**config.mk**
```make
export PLATFORM = sky130hd
export DESIGN_NAME = wiper_qcmd_unit
export DESIGN_NICKNAME = d
export VERILOG_FILES = /design/src/rtl/wqc_pkg.sv /design/src/rtl/wqc_decode.sv /design/src/rtl/wqc_lane.sv /design/src/rtl/wiper_qcmd_unit.sv
export SDC_FILE = /design/constraint.sdc
export NUM_CORES = 1
export LEC_CHECK = 0
export BUFFER_PORTS_ARGS = -buffer_cell sky130_fd_sc_hd__buf_2
export CAP_MARGIN = 20
export CELL_PAD_IN_SITES_DETAIL_PLACEMENT = 1
export CELL_PAD_IN_SITES_GLOBAL_PLACEMENT = 1
export CORE_ASPECT_RATIO = 0.6
export CORE_UTILIZATION = 25
export CTS_CLUSTER_DIAMETER = 80
export CTS_CLUSTER_SIZE = 40
export DETAILED_ROUTE_END_ITERATION = 10
export HOLD_SLACK_MARGIN = 0.1
export PLACE_DENSITY = 0.51
export SYNTH_ARGS = -nofsm -noshare
export SYNTH_HDL_FRONTEND = slang
export SYNTH_SLANG_ARGS = --single-unit
```
**constraint.sdc**
```tcl
create_clock -name clk -period 5.15 [get_ports clk]
set_input_delay 1.03 -clock clk [delete_from_list [all_inputs] [get_ports clk]]
set_output_delay 1.03 -clock clk [all_outputs]
set_load 0.05 [all_outputs]
```
**src/rtl/wqc_pkg.sv**
```systemverilog
package wqc_pkg;

  typedef enum logic [3:0] {
    OP_NOP         = 4'd0,
    OP_RESTORE_ONE = 4'd1,
    OP_STORE_ONE   = 4'd2,
    OP_HALVE_ONE   = 4'd3,
    OP_HALVE_ALL   = 4'd4,
    OP_DEC_ONE     = 4'd5,
    OP_DEC_ALL     = 4'd6,
    OP_RESTORE_ALL = 4'd7,
    OP_DOUBLE_ONE  = 4'd8,
    OP_DOUBLE_ALL  = 4'd9,
    OP_INC_ONE     = 4'd10,
    OP_INC_ALL     = 4'd11
  } qcmd_op_e;

  typedef enum logic [2:0] {
    ARITH_NONE = 3'd0,
    ARITH_INC  = 3'd1,
    ARITH_DEC  = 3'd2,
    ARITH_DBL  = 3'd3,
    ARITH_HLV  = 3'd4
  } arith_e;

  typedef struct packed {
    arith_e kind;      // arithmetic action, NONE for non-arithmetic opcodes
    logic   all_ch;    // applies to every channel
    logic   fwd;       // handed to the nonvolatile sequencer
    logic   fwd_wp_ok; // still forwarded under write protect
    logic   illegal;   // reserved opcode
  } qcmd_dec_t;

endpackage

```
**src/rtl/wqc_decode.sv**
```systemverilog
module wqc_decode
  import wqc_pkg::*;
(
  input  logic [3:0] op,
  output qcmd_dec_t  dec
);

  always_comb begin
    dec           = '0;
    dec.kind      = ARITH_NONE;
    case (op)
      OP_NOP:         begin dec.fwd = 1'b1; dec.fwd_wp_ok = 1'b1; end
      OP_RESTORE_ONE: begin dec.fwd = 1'b1; dec.fwd_wp_ok = 1'b1; end
      OP_STORE_ONE:   begin dec.fwd = 1'b1; dec.fwd_wp_ok = 1'b0; end
      OP_RESTORE_ALL: begin dec.fwd = 1'b1; dec.fwd_wp_ok = 1'b1; end
      OP_HALVE_ONE:   dec.kind = ARITH_HLV;
      OP_HALVE_ALL:   begin dec.kind = ARITH_HLV; dec.all_ch = 1'b1; end
      OP_DEC_ONE:     dec.kind = ARITH_DEC;
      OP_DEC_ALL:     begin dec.kind = ARITH_DEC; dec.all_ch = 1'b1; end
      OP_DOUBLE_ONE:  dec.kind = ARITH_DBL;
      OP_DOUBLE_ALL:  begin dec.kind = ARITH_DBL; dec.all_ch = 1'b1; end
      OP_INC_ONE:     dec.kind = ARITH_INC;
      OP_INC_ALL:     begin dec.kind = ARITH_INC; dec.all_ch = 1'b1; end
      default:        dec.illegal = 1'b1;
    endcase
  end

endmodule

```
**src/rtl/wqc_lane.sv**
```systemverilog
module wqc_lane
  import wqc_pkg::*;
#(
  parameter int WIPER_W = 8,
  parameter int DATA_W  = 8
) (
  input  logic               clk,
  input  logic               rst_n,
  input  logic               apply,
  input  arith_e             kind,
  input  logic               wr_hit,
  input  logic [DATA_W-1:0]  wr_data,
  input  logic               ld_hit,
  input  logic [DATA_W-1:0]  ld_data,
  output logic [WIPER_W-1:0] wiper
);

  localparam logic [WIPER_W-1:0] FULL = '1;
  localparam logic [WIPER_W-1:0] ZERO = '0;
  localparam logic [WIPER_W-1:0] MID  = {1'b1, {(WIPER_W-1){1'b0}}};
  localparam logic [WIPER_W-1:0] ONE  = {{(WIPER_W-1){1'b0}}, 1'b1};

  function automatic logic [WIPER_W-1:0] f_inc(input logic [WIPER_W-1:0] v);
    return (v == FULL) ? FULL : v + ONE;
  endfunction

  function automatic logic [WIPER_W-1:0] f_dec(input logic [WIPER_W-1:0] v);
    return (v == ZERO) ? ZERO : v - ONE;
  endfunction

  function automatic logic [WIPER_W-1:0] f_dbl(input logic [WIPER_W-1:0] v);
    if (v == ZERO)       return ONE;
    if (v[WIPER_W-1])    return FULL;
    return {v[WIPER_W-2:0], 1'b0};
  endfunction

  function automatic logic [WIPER_W-1:0] f_hlv(input logic [WIPER_W-1:0] v);
    return {1'b0, v[WIPER_W-1:1]};
  endfunction

  // Named internal events used by the assertions
  logic               cmd_effective;
  logic [WIPER_W-1:0] arith_res;
  logic [WIPER_W-1:0] nxt;

  assign cmd_effective = apply && (kind != ARITH_NONE) && !wr_hit && !ld_hit;

  always_comb begin
    case (kind)
      ARITH_INC: arith_res = f_inc(wiper);
      ARITH_DEC: arith_res = f_dec(wiper);
      ARITH_DBL: arith_res = f_dbl(wiper);
      ARITH_HLV: arith_res = f_hlv(wiper);
      default:   arith_res = wiper;
    endcase
  end

  always_comb begin
    nxt = wiper;
    if (apply)  nxt = arith_res;
    if (wr_hit) nxt = wr_data[WIPER_W-1:0];
    if (ld_hit) nxt = ld_data[WIPER_W-1:0];
  end

  always_ff @(posedge clk or negedge rst_n) begin
    if (!rst_n) wiper <= MID;
    else        wiper <= nxt;
  end

  // stepping up from full scale stays at full scale
  assert_inc_ceiling_R2: assert property (@(posedge clk) disable iff (!rst_n)
    (cmd_effective && kind == ARITH_INC && wiper == FULL) |=> wiper == FULL);

  // stepping down from zero stays at zero
  assert_dec_floor_R3: assert property (@(posedge clk) disable iff (!rst_n)
    (cmd_effective && kind == ARITH_DEC && wiper == ZERO) |=> wiper == ZERO);

  // doubling zero yields one, doubling never lowers the value
  assert_dbl_from_zero_R4: assert property (@(posedge clk) disable iff (!rst_n)
    (cmd_effective && kind == ARITH_DBL && wiper == ZERO) |=> wiper == ONE);
  assert_dbl_monotone_R4: assert property (@(posedge clk) disable iff (!rst_n)
    (cmd_effective && kind == ARITH_DBL) |=> wiper >= $past(wiper));

  // halving is a right shift of the previous value
  assert_halve_shift_R5: assert property (@(posedge clk) disable iff (!rst_n)
    (cmd_effective && kind == ARITH_HLV) |=> wiper == ($past(wiper) >> 1));

  // a restore load beats every other source on this channel
  assert_load_wins_R11: assert property (@(posedge clk) disable iff (!rst_n)
    ld_hit |=> wiper == $past(ld_data[WIPER_W-1:0]));

endmodule

```
**src/rtl/wiper_qcmd_unit.sv**
```systemverilog
module wiper_qcmd_unit
  import wqc_pkg::*;
#(
  parameter int  WIPER_W = 8,
  parameter int  NUM_CH  = 4,
  parameter int  DATA_W  = 8,
  localparam int CH_W    = $clog2(NUM_CH)
) (
  input  logic                      clk,
  input  logic                      rst_n,
  input  logic                      cmd_valid,
  input  logic [3:0]                cmd_op,
  input  logic [CH_W-1:0]           cmd_chan,
  input  logic                      wp_active,
  input  logic                      wr_valid,
  input  logic [CH_W-1:0]           wr_chan,
  input  logic [DATA_W-1:0]         wr_data,
  input  logic                      ld_valid,
  input  logic [CH_W-1:0]           ld_chan,
  input  logic [DATA_W-1:0]         ld_data,
  output logic [NUM_CH*WIPER_W-1:0] wiper_q,
  output logic                      fwd_valid,
  output logic [3:0]                fwd_op,
  output logic [CH_W-1:0]           fwd_chan,
  output logic                      illegal_cmd
);

  qcmd_dec_t dec;

  wqc_decode u_decode (
    .op  (cmd_op),
    .dec (dec)
  );

  // Named internal events
  logic arith_req;    // strobe carries an arithmetic opcode
  logic arith_go;     // arithmetic opcode allowed through write protect
  logic wp_blocked;   // arithmetic opcode swallowed by write protect
  logic wr_go;        // bus write allowed through write protect
  logic fwd_go;       // opcode handed to the sequencer this cycle

  assign arith_req  = cmd_valid && (dec.kind != ARITH_NONE);
  assign arith_go   = arith_req && !wp_active;
  assign wp_blocked = arith_req && wp_active;
  assign wr_go      = wr_valid && !wp_active;
  assign fwd_go     = cmd_valid && dec.fwd && (!wp_active || dec.fwd_wp_ok);

  logic [WIPER_W-1:0] lane_q [NUM_CH];

  for (genvar ch = 0; ch < NUM_CH; ch++) begin : g_lane
    logic sel_cmd, sel_wr, sel_ld;
    assign sel_cmd = arith_go && (dec.all_ch || (cmd_chan == CH_W'(ch)));
    assign sel_wr  = wr_go    && (wr_chan == CH_W'(ch));
    assign sel_ld  = ld_valid && (ld_chan == CH_W'(ch));

    wqc_lane #(
      .WIPER_W (WIPER_W),
      .DATA_W  (DATA_W)
    ) u_lane (
      .clk     (clk),
      .rst_n   (rst_n),
      .apply   (sel_cmd),
      .kind    (dec.kind),
      .wr_hit  (sel_wr),
      .wr_data (wr_data),
      .ld_hit  (sel_ld),
      .ld_data (ld_data),
      .wiper   (lane_q[ch])
    );

    assign wiper_q[ch*WIPER_W +: WIPER_W] = lane_q[ch];
  end

  always_ff @(posedge clk or negedge rst_n) begin
    if (!rst_n) begin
      fwd_valid   <= 1'b0;
      fwd_op      <= '0;
      fwd_chan    <= '0;
      illegal_cmd <= 1'b0;
    end else begin
      fwd_valid   <= fwd_go;
      illegal_cmd <= cmd_valid && dec.illegal;
      if (fwd_go) begin
        fwd_op   <= cmd_op;
        fwd_chan <= cmd_chan;
      end
    end
  end

  // write protect without a restore load freezes every wiper
  assert_wp_freeze_R9: assert property (@(posedge clk) disable iff (!rst_n)
    (wp_active && !ld_valid) |=> $stable(wiper_q));

  // a store request under write protect is not forwarded
  assert_wp_no_store_R9: assert property (@(posedge clk) disable iff (!rst_n)
    (cmd_valid && wp_active && cmd_op == 4'd2) |=> !fwd_valid);

  // restore opcodes always reach the sequencer, with their channel
  assert_restore_fwd_R7: assert property (@(posedge clk) disable iff (!rst_n)
    (cmd_valid && (cmd_op == 4'd1 || cmd_op == 4'd7)) |=>
      (fwd_valid && fwd_op == $past(cmd_op) && fwd_chan == $past(cmd_chan)));

  // reserved opcodes flag and leave the wipers alone
  assert_reserved_inert_R8: assert property (@(posedge clk) disable iff (!rst_n)
    (cmd_valid && cmd_op >= 4'd12 && !ld_valid && !wr_go) |=>
      (illegal_cmd && !fwd_valid && $stable(wiper_q)));

  // the illegal flag lasts one cycle for a single strobe
  assert_illegal_pulse_R8: assert property (@(posedge clk) disable iff (!rst_n)
    (illegal_cmd && !cmd_valid) |=> !illegal_cmd);

  // a blocked arithmetic request never shows up as a wiper change
  assert_blocked_quiet_R9: assert property (@(posedge clk) disable iff (!rst_n)
    (wp_blocked && !ld_valid) |=> $stable(wiper_q));

endmodule

```
==> flow_summary.toml, run 1 <==
[global_route]
overflow = 0
grt_max_degree = 29
grt_usage = 0.237
grt_pass1_vias = 5474
grt_pass1_wl_um = 35300
antenna_found_initial = 1

[clock_tree]
clk_pin_slew_ps = 80
cts_sinks = 40
clk_latency_ps = 300
cts_hold_buf = 0
clk_root_buffer_cell = "clkbuf_16"
cts_tree = "built"
clockBufferDepth = 2
cts_made_buffers = 5
cts-htree-levels = 2
cts_setup_buffers = 0
ctsResizeCount = 0

[route]
vias_per_cell = 6.23
firstDrtPassIters = 5
wl_um = 23100
num_vias = 5584
detail_route.wl_per_cell_um = 25.7
postRouteAntennaNets = 0
drtIter0Drc = 543
drc = 0

[synth]
synth_fp_nets = 671
synthFlopType = "dfrtp_1"
async_flop_share = 1.00
synth_edf_count = 0
yosys.area.top_type = "dfrtp_1"
synth.top_cell.area_share = 0.189
ys_seq_area_frac = 0.211
syn_inst = 631
yosys-top-cells-area = "dfrtp_1, o21ai_0, a21oi_1"
synth_most_common_cell = "nor2_1"
synthTopCellsByCount = "nor2_1, clkbuf_1, o21ai_0, a21oi_1, dfrtp_1"
synth_cell_types = 89
avgSynthCellArea_um2 = 7.55
ys_ff_latch = 40
ys_warn_count = 0
synth_area_um2 = 4760

[worst_setup_path]
worst_r2r_startpoint = "g_lane[3].u_lane.wiper[1]"
worst-endpoint-arrival_ps = 3450
critPathRequiredTime_ps = 5340
end_kind = "register"
start_kind = "input pin"
crit_type = "in -> reg"
cp-startpoint = "cmd_op[2]"
worstPathMaxFanout = 28

[placement]
place_congestion = 0.865
numPortBuffers = 71
dp_cells = 889
place_area_um2 = 5220
dpl.hpwl_um = 16900

[layout]
final_cells = 897
syn_to_final_growth_pct = 13.1
num_antenna_cells = 0
drive_above_1_share = 0.170
nNetsFinal = 696
stdcell_area_um2 = 5390
postLayoutCoreUtil = 0.294

[timing]
slew_headroom = 0.330
fin_crit_sh = 0.634
skew_ps = 7.35
clock.fmax_ghz = 0.306
whs_ps = 496
final_hold_viol_count = 0
setup_viol = 0
fin_tns_setup_ps = 0
maxSlewViolCount = 0
period_needed_ps = 3260
worst_slew_pin_slew_ps = 1000
rsz0062_at_grt = "false"

[power_and_ir_drop]
power_density_nw_per_um2 = 408
vdd_drop_max_mv = 0.160
p_leak_nw = 2.07

[outcome]
status = "finished clean"

[floorplanning]
rows = 38
dieWidth_um = 180
start_util = 0.260
io_pins = 72
core_um2 = 18400
dieArea_um2 = 19600
die_y_um = 109

[hold_path]
hold_path.startpoint = "fwd_op[3]"
worst_hold_path_type = "reg -> reg"

[run]
maxCapViolCount = 0
[worst paths after layout]
check | end | cells after the start | slack (ps)
worst max-delay path | g_lane[1].u_lane.wiper[5] | 6 | 1890
worst min-delay path | fwd_op[3] | 1 | 500
worst max register to register | g_lane[3].u_lane.wiper[1] | 7 | 2100
worst min register to register | fwd_op[3] | 1 | 500
max in group asynchronous | g_lane[2].u_lane.wiper[7] | 2 | 3950
min in group asynchronous | fwd_valid | 1 | 630
[state kept, by name, indices dropped and copies added (netlist names)]
name,count
fwd_chan,2
fwd_op,4
fwd_valid,1
g_lane.u_lane.wiper,32
illegal_cmd,1
[metrics by stage]
| stage | total power, W | setup WS [ps] |
|---|---|---|
| floorplan | 0.00144 | 2510 |
| global placement | 0.00177 | 1700 |
| detailed placement | 0.00179 | 1640 |
| CTS | 0.00219 | 1960 |
| global route | 0.00232 | 1830 |
| finish | 0.00220 | 1890 |
[metal layers]
| layer | track usage | wire length [um] | part of all wire | vias to the layer above |
|---|---|---|---|---|
| met5 | 0 | 0 | 0 | - |
| li1 | - | - | - | 2512 |
| met3 | 0.0461 | 1800 | 0.078 | 31 |
| met4 | 0.0458 | 301 | 0.013 | 0 |
| met1 | 0.361 | 11700 | 0.51 | 2823 |
| met2 | 0.340 | 9300 | 0.40 | 218 |
[cell families (layout without fill, tap and decap cells)]
| logic type | after synthesis | count (layout) | synth area share |
|---|---|---|---|
| compound gates | 250 | 250 | 0.372 |
| simple gates | 222 | 222 | 0.266 |
| buf+inv | 80 | 106 | 0.0691 |
| flops | 40 | 40 | 0.211 |
| xor+xnor | 22 | 22 | 0.0404 |
| mux | 9 | 9 | 0.0202 |
| fa+ha+maj | 8 | 8 | 0.0210 |
[layout make-up]
class,instances,area (um2)
Tap cell,240,300
Multi-Input combinational cell,511,3430
Inverter,22,82.6
Clock inverter,2,35.0
Timing Repair Buffer,76,405
Fill cell,2269,13000
Clock buffer,6,129
Sequential cell,40,1010
[layout by cell type, fill, tap and decap left out, drive strengths merged, types with 10 or more instances in the layout]
master / count
nand3: 11
a22oi: 10
o21ai: 49
nor2: 55
o221ai: 11
dfrtp: 36
nor2b: 11
a21oi: 43
nor3: 18
buf: 76
o22ai: 10
xnor2: 16
a211oi: 13
o211ai: 18
a221oi: 11
inv: 21
nand2: 35
[power breakdown]
| part | leakage, nW | switching [W] | internal [W] | total [W] |
|---|---|---|---|---|
| logic | 1.52 | 0.000775 | 0.000360 | 0.00113 |
| registers | 0.469 | 0.000270 | 0.000399 | 0.000670 |
| clock network | 0.0808 | 0.000163 | 0.000229 | 0.000392 |
[worst max-delay path, stage by stage]
cell	delay, ps
buf_2	390
nand4bb_1	240
o211a_2	600
o21ai_0	510
o211a_1	340
a221o_1	320
Power figures use the tool's default switching activity.
==> inputs of run 2 (changes only) <==
- clock period: 5.15 -> 3.3 ns (I/O delays scaled with it)
==> run 2 against run 1 <==
Die area did not move. Final area rose by 2.7%. Utilization rose by 0.78 points. Final cell count rose by 1.9%. Register-to-register slack got worse by 1400 ps. Hold slack got worse by 170 ps. Highest routed layer unchanged.
==> flow_summary.toml, run 2 (synthesized netlist as in run 1, its figures left out) <==
[outcome]
status = "finished clean"

[worst_setup_path]
crit_type = "in -> reg"
crit_slowest_cell = "nor4_1"
worst-endpoint-arrival_ps = 2900
slowest_delay_ps = 640
start_kind = "input pin"
path_cells = "buf_2 > nor3b_1 > nor3_1 > nor4_1 > o21ai_0 > o21ai_1"
critPathRequiredTime_ps = 3530
end_kind = "register"
cp_top_family = "simple AND/OR/NAND/NOR gates"
critical_path_buf_inv_count = 1
worstPathMaxFanout = 28

[timing]
slew_headroom = 0.451
rsz0062_at_grt = "false"
worst_slew_pin_slew_ps = 815
fin_crit_sh = 0.808
final_hold_viol_count = 0
fin_tns_setup_ps = 0
skew_ps = 6.83
clock.fmax_ghz = 0.375
period_needed_ps = 2660
setup_viol = 0
maxSlewViolCount = 0

[global_route]
overflow = 0
grt_pass1_wl_um = 35800
antenna_found_initial = 0
grt_pass1_vias = 5510
grt_usage = 0.244
grt_max_degree = 29

[floorplanning]
io_pins = 72
rows = 38
die_y_um = 109
core_um2 = 18400
dieWidth_um = 180
dieArea_um2 = 19600
start_util = 0.260

[route]
wl_met1_um = 12300
wl_met3_um = 1800
wl_met2_um = 9350
top_layer_used = "met4"
postRouteAntennaNets = 0
detail_route.wl_per_cell_um = 26.1
wl_um = 23800
vias_per_cell = 6.25
firstDrtPassIters = 5
num_vias = 5712
drc = 0
drtIter0Drc = 644

[placement]
place_congestion = 0.908
dpl.hpwl_um = 17800
numPortBuffers = 71

[hold_path]
worst_hold_path_type = "in -> async"

[clock_tree]
clk_pin_slew_ps = 70
ctsResizeCount = 0
clockBufferDepth = 2
cts_sinks = 40
cts_tree = "built"
cts_setup_buffers = 0
cts_hold_buf = 0
clk_root_buffer_cell = "clkbuf_16"
clk_latency_ps = 310
cts-htree-levels = 2
cts_made_buffers = 5

[layout]
drive_above_1_share = 0.193
postLayoutCoreUtil = 0.301
largest_register = "g_lane.u_lane.wiper"
top_regs = "g_lane.u_lane.wiper: 32 flops, fwd_op: 4 flops, fwd_chan: 2 flops"
final_cell_mix = "buf_2, nor2_1, o21ai_0"
nNetsFinal = 713
num_antenna_cells = 0
largest_reg_flops = 32
syn_to_final_growth_pct = 16.1
layout_commonest_cell = "buf_2"

[power_and_ir_drop]
p_leak_nw = 2.15
power_density_nw_per_um2 = 635
vdd_drop_max_mv = 0.214

[run]
maxCapViolCount = 0
[run 2: metrics by stage]
stage | std cells | power, W | cell area, um2 | worst slack (ps) | hold WS, ps
3_3_place_gp | 905 | 0.00285 | 5340 | 542 | 480
5_1_grt | 914 | 0.00369 | 5530 | 473 | 361
6_report | 914 | 0.00351 | 5530 | 635 | 327
3_5_place_dp | 906 | 0.00287 | 5360 | 446 | 495
4_1_cts | 914 | 0.00349 | 5530 | 697 | 344
2_1_floorplan | 631 | 0.00224 | 4760 | 719 | 364
[run 2: worst paths after layout]
check / slack, ps / to / depth (start not counted) / start
worst max-delay path: 640 / g_lane[0].u_lane.wiper[3] / 6 / cmd_op[2]
worst min-delay path: 330 / g_lane[2].u_lane.wiper[2] / 1 / rst_n
worst max register to register: 680 / g_lane[1].u_lane.wiper[6] / 7 / g_lane[1].u_lane.wiper[1]
worst min register to register: 510 / fwd_op[2] / 1 / fwd_op[2]
max in group asynchronous: 2350 / g_lane[3].u_lane.wiper[7] / 2 / rst_n
min in group clk: 510 / fwd_op[2] / 1 / fwd_op[2]
[run 2: per-layer routing]
metal / GRT usage / up-vias
li1: - / 2538
met1: 0.382 / 2891
met2: 0.334 / 255
met3: 0.0431 / 28
met4: 0.0598 / 0
met5: 0 / -
[run 2: final cells by class]
class	instances	area [um2]
Inverter	22	82.6
Sequential cell	40	1010
Multi-Input combinational cell	511	3430
Tap cell	240	300
Timing Repair Buffer	93	546
Clock inverter	3	42.5
Fill cell	2244	12800
Clock buffer	5	125
[run 2: power by group]
group | total, W | switching (W) | internal [W]
clock network | 0.000613 | 0.000256 | 0.000357
registers | 0.00102 | 0.000395 | 0.000624
logic | 0.00188 | 0.00129 | 0.000595
total | 0.00351 | 0.00194 | 0.00158
==> inputs of run 3 (changes only) <==
- PLACE_DENSITY: 0.51 -> 0.52
- clock period: 3.3 -> 2.15 ns (I/O delays scaled with it)
==> run 3 against run 2 <==
The run now ends with negative setup slack left. Setup slack got worse by 660 ps. First-iteration DRC count decreased by 16%. Register-to-register slack got worse by 700 ps. Routed wire length up 6.2%. Critical path type is now reg -> reg. Critical endpoint is now g_lane[2].u_lane.wiper[0]. Highest routed layer unchanged.
==> flow_summary.toml, run 3 (synthesized netlist as in run 1, its figures left out) <==
[floorplanning]
rows = 38
io_pins = 72
dieArea_um2 = 19600
start_util = 0.260
die_y_um = 109
dieWidth_um = 180
core_um2 = 18400

[global_route]
use_met2 = 0.366
grt_pass1_vias = 6122
antenna_found_initial = 0
grt_busiest_layer = "met1"
overflow = 0
grt_pass1_wl_um = 38200
grt_usage = 0.260
met3_usage = 0.0935
grt_max_degree = 41
met1_usage = 0.370

[route]
detail_route.wl_per_cell_um = 24.4
vias_per_cell = 5.87
num_vias = 6096
drtIter0Drc = 538
firstDrtPassIters = 5
drc = 0
wl_um = 25300
postRouteAntennaNets = 0

[worst_setup_path]
end_kind = "register"
path_cells = "inv_1 > ha_2 > or3b_4 > nor3_4 > nor2_1 > buf_4 > nor4_2 > a211oi_2"
crit_type = "reg -> reg"
slowest_delay_ps = 450
critPathRequiredTime_ps = 2330
worstPathMaxFanout = 4
crit_slowest_cell = "dfrtp_2"
worst_r2r_startpoint = "g_lane[2].u_lane.wiper[0]"
critical_path_buf_inv_count = 2
cp-startpoint = "g_lane[2].u_lane.wiper[0]"
cp_top_family = "simple AND/OR/NAND/NOR gates"
worst-endpoint-arrival_ps = 2350
start_kind = "register"

[clock_tree]
clk_root_buffer_cell = "clkbuf_16"
cts_made_buffers = 5
cts_hold_buf = 0
clk_latency_ps = 310
clk_pin_slew_ps = 70
cts_sinks = 40
cts_tree = "built"
clockBufferDepth = 2
cts-htree-levels = 2

[layout]
nNetsFinal = 837
register_area_um2 = 1020
num_antenna_cells = 0
stdcell_area_um2 = 6790
nFillCells = 2252
top_regs = "g_lane.u_lane.wiper: 32 flops, fwd_op: 4 flops, fwd_chan: 2 flops"
drive_above_1_share = 0.388
largest_register = "g_lane.u_lane.wiper"
final_cell_mix = "buf_4, buf_2, nor2_1"
syn_to_final_growth_pct = 42.6
final_cells = 1038
largest_reg_flops = 32
multi_input_area_um2 = 3690
layout_commonest_cell = "buf_4"

[outcome]
violations = "negative setup slack"
status = "finished with violations"

[timing]
period_needed_ps = 2170
worst_slew_pin_slew_ps = 545
setup_viol = 2
skew_ps = 5.08
slew_headroom = 0.635
final_hold_viol_count = 0
rsz0062_at_grt = "true"
maxSlewViolCount = 0
clock.fmax_ghz = 0.461
setup_ws_ps = -20.2
fin_crit_sh = 1.01

[power_and_ir_drop]
vdd_drop_max_mv = 0.366
power_density_nw_per_um2 = 908
p_leak_nw = 2.80

[placement]
numPortBuffers = 71
place_congestion = 0.947
dp_cells = 1028
place_area_um2 = 6380
dpl.hpwl_um = 19400

[run]
maxCapViolCount = 0

[hold_path]
worst_hold_path_type = "in -> async"
## run 3: what timing repair did
action,in CTS,in global routing
endpoints found under the hold margin,0,0
resized for setup,15,35
setup endpoints to repair,13,20
cloned,0,0
setup buffers,0,4
pin swaps,3,16
## run 3: area by class of cell
type,count,area share
inverter,22,0.0129
sequential,40,0.151
clock buffer,6,0.0190
clock inverter,2,0.00516
tap,240,0.0442
timing repair buffer,217,0.224
multi-input combinational,511,0.544
## run 3: power by group
| part | leakage [nW] | switching (W) | internal (W) |
|---|---|---|---|
| combinational | 2.27 | 0.00262 | 0.00144 |
| clock | 0.0808 | 0.000381 | 0.000549 |
| sequential | 0.454 | 0.000197 | 0.000978 |
| total | 2.80 | 0.00320 | 0.00297 |
## run 3: metrics by stage
step                      hold slack [ps]  total power (W)  worst slack [ps]  TNS [ps]   util
after floorplan                       134          0.00354              -188      -429      -
after global placement                439          0.00493              -124      -373  0.348
after detailed placement              442          0.00497              -137     -1300  0.348
after CTS                             114          0.00597             -44.0     -44.0  0.359
after global routing                  130          0.00651             -61.2      -191  0.370
final                                 104          0.00617             -20.2     -20.2  0.370
## run 3: worst paths after layout
| kind | slack [ps] | cells past startpoint | end |
|---|---|---|---|
| hold / removal | 100 | 2 | g_lane[2].u_lane.wiper[2] |
| setup reg to reg | -20 | 8 | g_lane[2].u_lane.wiper[0] |
| min in group clk | 470 | 2 | illegal_cmd |
| hold reg to reg | 500 | 2 | fwd_op[1] |
| max in group asynchronous | 1740 | 2 | g_lane[3].u_lane.wiper[7] |
| setup / recovery | -20 | 8 | g_lane[2].u_lane.wiper[0] |
## run 3: layer usage
layer,vias up,wire length (um)
met5,-,0
met2,248,10200
met1,3027,12400
li1,2788,-
met3,33,2390
met4,0,406
